--- src/rtl/fscm_pkg.sv ---
package fscm_pkg;
  typedef enum logic [2:0] {
    OSC_LP = 3'd0,
    OSC_XT = 3'd1,
    OSC_HS = 3'd2,
    OSC_EC = 3'd3,
    OSC_RC = 3'd4
  } osc_mode_e;

  // Crystal-type modes need the start-up timer before monitoring.
  function automatic logic needs_startup(input logic [2:0] m);
    return (m == OSC_LP) || (m == OSC_XT) || (m == OSC_HS);
  endfunction
endpackage

--- src/rtl/fscm_sync.sv ---
module fscm_sync #(
  parameter int W = 2
) (
  input  logic         clk,
  input  logic         rst,
  input  logic [W-1:0] din,
  output logic [W-1:0] rise
);
  for (genvar i = 0; i < W; i++) begin : g_bit
    logic s1, s2, s3;
    always_ff @(posedge clk) begin
      if (rst) begin
        s1 <= 1'b0;
        s2 <= 1'b0;
        s3 <= 1'b0;
      end else begin
        s1 <= din[i];
        s2 <= s1;
        s3 <= s2;
      end
    end
    assign rise[i] = s2 & ~s3;
  end
endmodule

--- src/rtl/fscm_startup.sv ---
module fscm_startup #(
  parameter int CYCLES = 1024
) (
  input  logic clk,
  input  logic rst,
  input  logic hold,
  input  logic wait_osc,
  input  logic ext_rise,
  output logic stable_o
);
  localparam int CW = (CYCLES > 1) ? $clog2(CYCLES) : 1;
  localparam logic [CW-1:0] LAST = CW'(CYCLES - 1);

  logic [CW-1:0] cnt;

  always_ff @(posedge clk) begin
    if (rst || hold) begin
      cnt      <= '0;
      stable_o <= 1'b0;
    end else if (!stable_o) begin
      if (!wait_osc) begin
        stable_o <= 1'b1;
      end else if (ext_rise) begin
        if (cnt == LAST) begin
          stable_o <= 1'b1;
          cnt      <= '0;
        end else begin
          cnt <= cnt + 1'b1;
        end
      end
    end
  end
endmodule

--- src/rtl/fscm_detect.sv ---
module fscm_detect (
  input  logic clk,
  input  logic rst,
  input  logic enable,
  input  logic smp_rise,
  input  logic ext_rise,
  output logic fail_o
);
  logic armed;

  // A sample edge arms the test; an external edge disarms it.
  // Still armed at the next sample edge means the oscillator is gone.
  always_ff @(posedge clk) begin
    if (rst || !enable) begin
      armed  <= 1'b0;
      fail_o <= 1'b0;
    end else begin
      fail_o <= smp_rise & armed & ~ext_rise;
      if (smp_rise)      armed <= 1'b1;
      else if (ext_rise) armed <= 1'b0;
    end
  end
endmodule

--- src/rtl/fscm_top.sv ---
module fscm_top
  import fscm_pkg::*;
#(
  parameter int STARTUP_CYCLES = 1024,
  parameter int FREQ_W         = 3,
  parameter int FREQ_RST       = 6
) (
  input  logic              clk,
  input  logic              rst,
  input  logic [2:0]        osc_mode,
  input  logic              ext_clk,
  input  logic              smp_clk,
  input  logic              sleep_enter,
  input  logic              wake,
  input  logic              sel_wr,
  input  logic              sel_wdata,
  input  logic              freq_wr,
  input  logic [FREQ_W-1:0] freq_wdata,
  input  logic              flag_clr,
  output logic              use_int,
  output logic              failsafe,
  output logic              fail_flag,
  output logic              stable,
  output logic [FREQ_W-1:0] int_freq
);
  localparam int NSYNC = 2;

  logic [NSYNC-1:0] rises;
  logic ext_rise, smp_rise;
  logic asleep_q, scs_q;
  logic fail_pulse, clear_evt, mon_en;
  logic fs_d, scs_d;

  fscm_sync #(.W(NSYNC)) u_sync (
    .clk (clk),
    .rst (rst),
    .din ({smp_clk, ext_clk}),
    .rise(rises)
  );
  assign ext_rise = rises[0];
  assign smp_rise = rises[1];

  fscm_startup #(.CYCLES(STARTUP_CYCLES)) u_start (
    .clk     (clk),
    .rst     (rst),
    .hold    (sleep_enter | asleep_q),
    .wait_osc(needs_startup(osc_mode)),
    .ext_rise(ext_rise),
    .stable_o(stable)
  );

  assign clear_evt = sleep_enter | (sel_wr & (sel_wdata != scs_q));
  assign mon_en    = stable & ~asleep_q & ~failsafe & ~clear_evt;

  fscm_detect u_det (
    .clk     (clk),
    .rst     (rst),
    .enable  (mon_en),
    .smp_rise(smp_rise),
    .ext_rise(ext_rise),
    .fail_o  (fail_pulse)
  );

  assign fs_d  = clear_evt ? 1'b0 : (failsafe | fail_pulse);
  assign scs_d = sel_wr ? sel_wdata : scs_q;

  always_ff @(posedge clk) begin
    if (rst) begin
      asleep_q  <= 1'b0;
      scs_q     <= 1'b0;
      failsafe  <= 1'b0;
      fail_flag <= 1'b0;
      int_freq  <= FREQ_W'(FREQ_RST);
      use_int   <= 1'b1;
    end else begin
      if (sleep_enter) asleep_q <= 1'b1;
      else if (wake)   asleep_q <= 1'b0;
      scs_q    <= scs_d;
      failsafe <= fs_d;
      if (fail_pulse && !clear_evt) fail_flag <= 1'b1;
      else if (flag_clr && !failsafe) fail_flag <= 1'b0;
      if (freq_wr) int_freq <= freq_wdata;
      use_int <= scs_d | fs_d | ~stable;
    end
  end
endmodule

--- config.mk ---
export PLATFORM = sky130hd
export DESIGN_NAME = fscm_top
export DESIGN_NICKNAME = d
export VERILOG_FILES = /design/src/rtl/fscm_pkg.sv /design/src/rtl/fscm_sync.sv /design/src/rtl/fscm_startup.sv /design/src/rtl/fscm_detect.sv /design/src/rtl/fscm_top.sv
export SDC_FILE = /design/constraint.sdc
export NUM_CORES = 1
export LEC_CHECK = 0
export BUFFER_PORTS_ARGS = -buffer_cell sky130_fd_sc_hd__buf_2
export CORE_ASPECT_RATIO = 0.7
export CORE_UTILIZATION = 47
export CTS_BUF_LIST = sky130_fd_sc_hd__clkbuf_4 sky130_fd_sc_hd__clkbuf_8 sky130_fd_sc_hd__clkbuf_16
export DETAILED_ROUTE_END_ITERATION = 8
export PLACE_DENSITY = 0.78
export SETUP_SLACK_MARGIN = 0.1
export SLEW_MARGIN = 40
export SYNTH_ARGS = -nofsm -noshare
export SYNTH_HDL_FRONTEND = slang
export SYNTH_SLANG_ARGS = --single-unit
--- constraint.sdc ---
create_clock -name clk -period 1.75 [get_ports clk]
set_clock_uncertainty 0.2 [all_clocks]
set_input_delay 0.0875 -clock clk [delete_from_list [all_inputs] [get_ports clk]]
set_output_delay 0.0875 -clock clk [all_outputs]
set_load 0.01 [all_outputs]
## Word-level counts from Yosys, hierarchy flattened

Index checks and enable logic that the tools add are counted.
W data, S select, Z words.

- Register bits: 27
- Input port bits: 16
- Output and inout port bits: 7
- Logic and storage cells: 68

- Add/subtract/negate cells: 1
- Equality and inequality tests: 4
- Multiplexer cells: 13
- Bitwise operators: 20
- Reductions and logical operators: 14

Operator list:

| kind | count |
|---|---|
| $mux W1 | 12 |
| $add A10 B1 Y10 const B | 1 |
| $eq A10 B10 Y1 const B | 1 |
| $mux W10 | 1 |
| $and A1 B1 Y1 | 8 |
| $not A1 Y1 | 7 |
| $reduce_bool A2 Y1 | 3 |
| $or A1 B1 Y1 | 5 |
| $logic_or A1 B1 Y1 | 4 |
| $eq A3 B1 Y1 const B | 1 |
| $eq A3 B2 Y1 const B | 1 |
| $logic_not A1 Y1 | 3 |
| $logic_not A3 Y1 | 1 |
| $reduce_and A3 Y1 | 1 |
| $logic_and A1 B1 Y1 | 2 |
| $ne A1 B1 Y1 | 1 |

## Longest topological paths before layout

Gate-level depths: netlist (run 1).

- Depth in word-level cells: 7
- Depth in mapped cells: 5
- Mapped depth without buffers: 5

## Modules after synthesis

From an unflattened synthesis (run 1), not the netlist that was laid out.

- Cells, all modules: 111
- Area, all modules: 1139.8 um2

By module, submodules not included:

| module | times used | cells each | area each (um2) | sequential area each (um2) |
|---|---|---|---|---|
| fscm_startup | 1 | 57 | 543.0 | 220.2 |
| fscm_top | 1 | 33 | 347.8 | 160.2 |
| fscm_sync | 1 | 14 | 170.2 | 120.1 |
| fscm_detect | 1 | 7 | 78.8 | 40.0 |

## Worst setup path after synthesis (run 1)

OpenSTA, ideal clock, no wires.

- Path kind: reg2reg
- Start point: register u_start.cnt[0]
- End point: register u_start.cnt[0]
- Library setup time: 0.119 ns
- Arrival: 1.418 ns
- Required time: 1.431 ns
- Path slack: 0.013 ns
- Cell stages (with the launch flop): 6
- Buffers on the path: 0
- Clock period less this slack: 1.737 ns
- Path through: dfxtp_1 -> ha_1 -> nand2_1 -> or4_4 -> o21ai_4 -> nor2_1

- Word-level cells in the longest chain between the ends: 2
- Elaborated cells between the ends (all ways): 3
- Those cells by class: add/sub: 1; eq/ne: 1; mux: 1

Ends and longest elaborated chain:

| item | line | RTL |
|---|---|---|
| start, declared | fscm_startup.sv:14 | `logic [CW-1:0] cnt;` |
| start signal, assigned | fscm_startup.sv:28 | `cnt <= cnt + 1'b1;` |
| $add A10 B1 Y10 or $eq A10 B10 Y1 (tied branches) | fscm_startup.sv:28, fscm_startup.sv:24 |  |
| $mux W10 * | fscm_startup.sv:24 | `if (cnt == LAST) begin` |

Mark *: on every way between the ends. The rest lies on a longest branch, timed or not.
A chain may end at the register's enable or synchronous reset.

## Final worst setup path (run 1)

- Start point: register u_start.stable_o
- End point: register u_start.cnt[8]

- Word-level cells in the longest chain between the ends: 2

Ends and longest elaborated chain:

| item | line | RTL |
|---|---|---|
| start, declared | fscm_startup.sv:9 | `output logic stable_o` |
| start signal, assigned | fscm_startup.sv:19 | `stable_o <= 1'b0;` |
| start signal, assigned | fscm_startup.sv:22 | `stable_o <= 1'b1;` |
| start signal, assigned | fscm_startup.sv:25 | `stable_o <= 1'b1;` |
| $not A1 Y1 (no source line) | -- |  |
| $reduce_and A3 Y1 (no source line) | -- |  |

Every way passes these cells.

==> impl_metrics.csv, run 1 <==
group,metric,value,unit
sta,whs,-0.00706,ns
die,row_count,14,
placed_design,io_buffers,22,
yosys,syn_nets,132,
sta,max_freq,0.610,GHz
yosys,ys_ff_latch,27,
power_and_ir_drop,p_sw,0.000244,W
power_and_ir_drop,power_density,640,mW/mm2
sta,tightest_slew,0.349,ns
clocking,cts_buffers,3,
yosys,netlist_instances,115,
sta,hold_violations,1,
setup_path,critPathLaunchType,"flop",
drt,post-route-drc-count,0,
yosys,yosys-top-cells-count,"dfxtp_1 (27), nor2_1 (13), a21oi_1 (8), nor2b_1 (8)",
sta,rsz0062_at_grt,"yes",
yosys,synth_ff_type,"dfxtp_1",
global_routing,use_met2,0.382,
clocking,cts_tree,"yes",
sta,final_max_slew_viol_count,0,
yosys,yosysTopAreaCellShare,0.491,
setup_path,path_class,"reg2reg",
sta,setup_tns,0,ns
die,start_util,0.507,
die,ios,23,
setup_path,cp-end-kind,"flop",
global_routing,grt_use_total,0.209,
yosys,synth_area_per_cell,9.57,um2
clocking,root_buffer,"clkbuf_4",
power_and_ir_drop,internal_power,0.000788,W
setup_path,rr_startpoint,"u_start.stable_o$_SDFF_PP0_",
sta,post-route-period-util,0.937,
clocking,clkLatencyLatePin,0.32,ns
clocking,ctsHtreeMaxLevel,1,
power_and_ir_drop,p_sw_frac,0.236,
global_routing,grt_pass1_wl,3.95,mm
die,die_y,42.5,um
power_and_ir_drop,p_total,0.00103,W
placed_design,place.gp.congestion,0.876,
finish,fillerInstances,152,
power_and_ir_drop,leakagePower,0.675,nW
setup_path,cp-startpoint,"u_start.stable_o$_SDFF_PP0_",
global_routing,use_met3,0.0556,
drt,wl_per_cell,12.1,um
placed_design,dp_hpwl,1.57,mm
status,violations,"hold timing",
clocking,clock-sinks,27,
min_path,min-delay-start,"rst",
finish,syn2layout_area_growth,46.4,%
yosys,synth.most_common_cell,"dfxtp_1",
global_routing,gr-usage-met1,0.251,
yosys,yosysSeqAreaShare,0.491,
setup_path,crit_buf_inv,0,
global_routing,grt.overflow.total,0,
setup_path,slowest_stage,"dfxtp_2",
sta,finalSetupViolCount,0,
run,cap_violations,0,
global_routing,antenna_found_initial,0,
yosys,synth_edf_count,0,
global_routing,grt_max_degree,16,
global_routing,grt_pass1_vias,983,
finish,nets,185,
die,die_x,59.9,um
min_path,hp-class,"in2reg",
power_and_ir_drop,peakVddDrop,506,uV
clocking,clkTransAtPathRegs,0.15,ns
finish,drive_above_1_share,0.347,
sta,max-slew-margin-rel,0.766,
die,core-area,0.00217,mm2
drt,vias,998,
sta,final.min_clock_period,1.64,ns
yosys,syn_area,0.00110,mm2
yosys,async_flop_share,0,
setup_path,crit_arrival,1.66,ns
yosys,yosys.area.top_type,"dfxtp_1",
finish,final_core_util,0.742,
setup_path,path_cells,"a211o_4 -> nor4_4 -> a31oi_1 -> a41o_1",
drt,wl,2.41,mm
power_and_ir_drop,comb_power_share,0.127,
setup_path,max_stage_delay,0.35,ns
drt,via_per_inst,5.02,
yosys,synth_area_leaders,"dfxtp_1 (49%), xnor2_1 (5.6%), nor2b_1 (4.5%), nor2_1 (4.4%), a21oi_1 (3.6%)",
die,die_area,0.00254,mm2
drt,drtIter0Drc,21,
yosys,yosysUniqueCellTypes,31,
yosys,ys_warn_count,0,
setup_path,cpLargestDelayFamily,"compound AO/OA/AOI/OAI gates",
setup_path,cp_max_fo,3,
finish,n_antenna_cell,0,
drt,dr.pass1.iters,4,
drt,detail-route-antenna-nets,0,
power_and_ir_drop,seqPwrFrac,0.618,
setup_path,cp.required,1.77,ns
clocking,clk_path_buf_depth,2,
global_routing,top_usage_layer,"met2",
status,status,"finished, violations left",
power_and_ir_drop,p_clk_frac,0.255,
-- worst min-delay path: cells and delay by family --
kind	cells	cell delay [ns]
buffers and inverters	1	0.17
AND/OR/NAND/NOR	2	0.24
-- stage by stage --
stage | std cells | setup WS (ns) | cell area, um2
floorplan | 115 | 0.100 | 1100
global placement | 174 | 0.0724 | 1300
detailed placement | 174 | 0.0208 | 1300
CTS | 200 | 0.0772 | 1570
global route | 199 | 0.0558 | 1610
finish | 199 | 0.110 | 1610
-- area by class of cell --
| cell class | count | area [um2] | share of cell area |
|---|---|---|---|
| multi-input cells | 80 | 599 | 0.372 |
| flip-flops and latches | 27 | 549 | 0.341 |
| repair buffers | 52 | 380 | 0.236 |
| well taps | 32 | 40.0 | 0.0248 |
| clock buffers | 3 | 22.5 | 0.0140 |
| inverters | 4 | 15.0 | 0.00932 |
| clock inverters | 1 | 5.00 | 0.00311 |
-- power by group through the flow --
stage	registers, W	clock network (W)	logic, W
final	0.000637	0.000263	0.000131
after global routing	0.000639	0.000295	0.000142
after CTS	0.000636	0.000276	0.000126
after detailed placement	0.000650	0	0.0000869
after global placement	0.000649	0	0.0000841
after floorplan	0.000652	0	0.0000469
-- worst paths after layout --
check             slack, ns  cells past startpoint                       endpoint
hold reg to reg        0.26                      1  u_sync.g_bit[0].s2$_SDFF_PP0_
hold / removal       -0.007                      3    u_start.cnt[2]$_SDFFE_PP0P_
setup / recovery       0.11                      4    u_start.cnt[8]$_SDFFE_PP0P_
setup reg to reg       0.11                      4    u_start.cnt[8]$_SDFFE_PP0P_
-- per-layer routing --
| layer | vias to the layer above | share of wire |
|---|---|---|
| met3 | 2 | 0.041 |
| met2 | 24 | 0.52 |
| met5 | - | 0 |
| met1 | 468 | 0.43 |
| li1 | 504 | - |
| met4 | 0 | 0.0058 |
-- cell families after synthesis --
group | share of synthesized area
AO/OA/AOI/OAI | 0.110
multiplexers | 0.0182
AND/OR/NAND/NOR | 0.272
buffers and inverters | 0.0341
XOR/XNOR | 0.0636
adder cells (fa/ha/maj) | 0.0114
flip-flops | 0.491
-- registers in the layout, summed over array words and instances (netlist names), 2 cells and up --
name             count
u_start.cnt         10
int_freq             3
u_sync.g_bit.s1      2
u_sync.g_bit.s2      2
u_sync.g_bit.s3      2
-- cell usage in the layout, fill, tap and decap left out, drive strengths merged --
cell type / instances
buf: 34
clkinv: 1
dlygate4sd3: 18
nor2: 13
or4: 1
a31oi: 1
and3: 1
nand3b: 2
o21ai: 4
xnor2: 7
ha: 1
nor4: 4
inv: 4
nand2b: 2
nand4: 1
dfxtp: 27
nand2: 7
a41o: 1
nand4b: 1
clkbuf: 3
a21oi: 8
o31ai: 1
or3: 1
a211o: 3
nor2b: 8
xor2: 1
nand3: 4
nor3: 6
mux2i: 2
-- timing repair --
item                                    CTS  global route
buffers inserted                          3             0
endpoints found under the hold margin    16             0
endpoints found under the setup margin    8            11
pin swaps                                 3             4
gates resized for setup                   7            10
hold buffers                             19             0
Power figures use the tool's default switching activity.
==> run 2, diff against run 1 <==
--- a/config.mk
+++ b/config.mk
@@ -8,8 +8,8 @@
 export BUFFER_PORTS_ARGS = -buffer_cell sky130_fd_sc_hd__buf_2
 export CORE_ASPECT_RATIO = 0.7
-export CORE_UTILIZATION = 47
+export CORE_UTILIZATION = 52
 export CTS_BUF_LIST = sky130_fd_sc_hd__clkbuf_4 sky130_fd_sc_hd__clkbuf_8 sky130_fd_sc_hd__clkbuf_16
 export DETAILED_ROUTE_END_ITERATION = 8
-export PLACE_DENSITY = 0.78
+export PLACE_DENSITY = 0.81
 export SETUP_SLACK_MARGIN = 0.1
 export SLEW_MARGIN = 40
==> constraint.sdc (replaced) <==
create_clock -name clk -period 1.65 [get_ports clk]
set_clock_uncertainty 0.2 [all_clocks]
set_input_delay 0.33 -clock clk [delete_from_list [all_inputs] [get_ports clk]]
set_output_delay 0.33 -clock clk [all_outputs]
set_load 0.01 [all_outputs]
==> impl_metrics.csv, run 2 (same netlist as run 1, synthesis figures left out) <==
group,metric,value,unit
sta,max_freq,0.603,GHz
setup_path,path_class,"reg2reg",
placed_design,io_buffers,22,
finish,finalNonFillerCells,178,
sta,setup_ws,-0.00881,ns
finish,final_core_util,0.779,
clocking,cts_tree,"yes",
global_routing,grt_max_degree,16,
clocking,ctsHtreeMaxLevel,1,
sta,final_max_slew_viol_count,0,
drt,wl_per_cell,14.1,um
status,status,"finished, violations left",
sta,finalSetupViolCount,2,
die,die_x,57,um
clocking,clkLatencyLatePin,0.32,ns
clocking,clock-sinks,27,
finish,regMostFlops,"u_start.cnt",
run,cap_violations,0,
die,start_util,0.574,
finish,drive_above_1_share,0.410,
finish,nets,174,
power_and_ir_drop,peakVddDrop,762,uV
setup_path,cp_max_fo,6,
sta,rsz0062_at_grt,"yes",
die,row_count,13,
drt,detail-route-antenna-nets,0,
global_routing,grt.overflow.total,0,
min_path,hp-class,"in2reg",
drt,vias,965,
placed_design,dp_hpwl,1.77,mm
finish,n_antenna_cell,0,
drt,via_per_inst,5.42,
die,die_area,0.00231,mm2
drt,post-route-drc-count,2,
finish,layout_common_cells,"buf_2 (22), dfxtp_1 (20), buf_4 (17), nor2_1 (13)",
drt,wl,2.51,mm
finish,syn2layout_area_growth,35.8,%
power_and_ir_drop,p_total,0.00108,W
setup_path,cp-end-kind,"flop",
die,ios,23,
drt,drtIter0Drc,38,
placed_design,placedCellCount,171,
global_routing,grt_pass1_wl,3.89,mm
sta,max-slew-margin-rel,0.818,
finish,final_common_cell,"buf_2",
placed_design,place.gp.congestion,0.848,
global_routing,antenna_found_initial,0,
setup_path,cp.required,1.66,ns
clocking,cts_buffers,3,
setup_path,r2r_slack,-0.009,ns
die,die_y,40.5,um
clocking,root_buffer,"clkbuf_4",
finish,top_regs,"u_start.cnt x10, int_freq x3",
sta,hold_violations,0,
setup_path,crit_arrival,1.67,ns
global_routing,grt_pass1_vias,883,
status,violations,"DRC, setup timing",
finish,fillerInstances,130,
sta,tightest_slew,0.270,ns
setup_path,critPathLaunchType,"flop",
drt,dr.pass1.iters,6,
finish,largest_reg_flops,10,
die,core-area,0.00192,mm2
placed_design,pre_cts_slack,-0.156,ns
power_and_ir_drop,power_density,721,mW/mm2
power_and_ir_drop,leakagePower,0.624,nW
clocking,clk_path_buf_depth,2,
sta,post-route-period-util,1.01,
clocking,clkTransAtPathRegs,0.13,ns
sta,final.min_clock_period,1.66,ns
global_routing,grt_use_total,0.234,
[run 2: cell types whose count changed in the layout (fill, tap and decap cells not counted), moves of 3 or more]
cell	change
dlygate4sd3_1	-17
buf_4	+5
dfxtp_2	-3
dfxtp_4	+3
nor3_1	-3
nor3_2	+3
[run 2: worst max-delay path, stage by stage (launching register included)]
cell	delay, ns
dfxtp_2	0.38
ha_4	0.16
nand2_4	0.06
or4_4	0.44
o21ai_4	0.25
a21oi_1	0.07
[run 2: area by class of cell]
type | instances | area, um2 | area share
timing repair buffer | 41 | 268 | 0.179
inverter | 4 | 15.0 | 0.0100
sequential | 27 | 557 | 0.372
tap | 22 | 27.5 | 0.0184
multi-input combinational | 80 | 598 | 0.400
clock buffer | 4 | 30.0 | 0.0201
[run 2: timing repair]
item	in CTS	in global routing
cloned	0	0
endpoints found under the hold margin	0	1
endpoints found under the setup margin	10	11
resized for setup	6	5
pin swaps	2	2
hold buffers	0	1
buffers inserted	2	0
[run 2: worst paths after layout]
kind / from / endpoint / cells after the start
setup / recovery: u_start.cnt[1]$_SDFFE_PP0P_ / u_start.cnt[1]$_SDFFE_PP0P_ / 5
hold / removal: freq_wdata[1] / int_freq[1]$_SDFFE_PP1P_ / 2
setup reg to reg: u_start.cnt[1]$_SDFFE_PP0P_ / u_start.cnt[1]$_SDFFE_PP0P_ / 5
hold reg to reg: u_sync.g_bit[1].s1$_SDFF_PP0_ / u_sync.g_bit[1].s2$_SDFF_PP0_ / 1
[run 2: per-stage QoR]
stage               hold slack [ns]  TNS [ns]  area [um2]
floorplan                     0.202         0        1150
global placement              0.217    -0.501        1400
detailed placement            0.228    -0.878        1400
CTS                          0.0105         0        1460
global route                 0.0193    -0.180        1500
finish                       0.0169  -0.00988        1500
[run 2: power breakdown]
group          internal [W]  switching [W]
combinational     0.0000549      0.0000598
sequential         0.000663     0.00000760
clock              0.000111       0.000181
total              0.000829       0.000249
[run 2: routing by layer]
layer  share of wire  track usage  vias up
met5               0            0        -
met4          0.0052       0.0732        0
met3           0.036       0.0581        2
met2            0.51        0.447       20
met1            0.45        0.269      464
li1                -            -      479
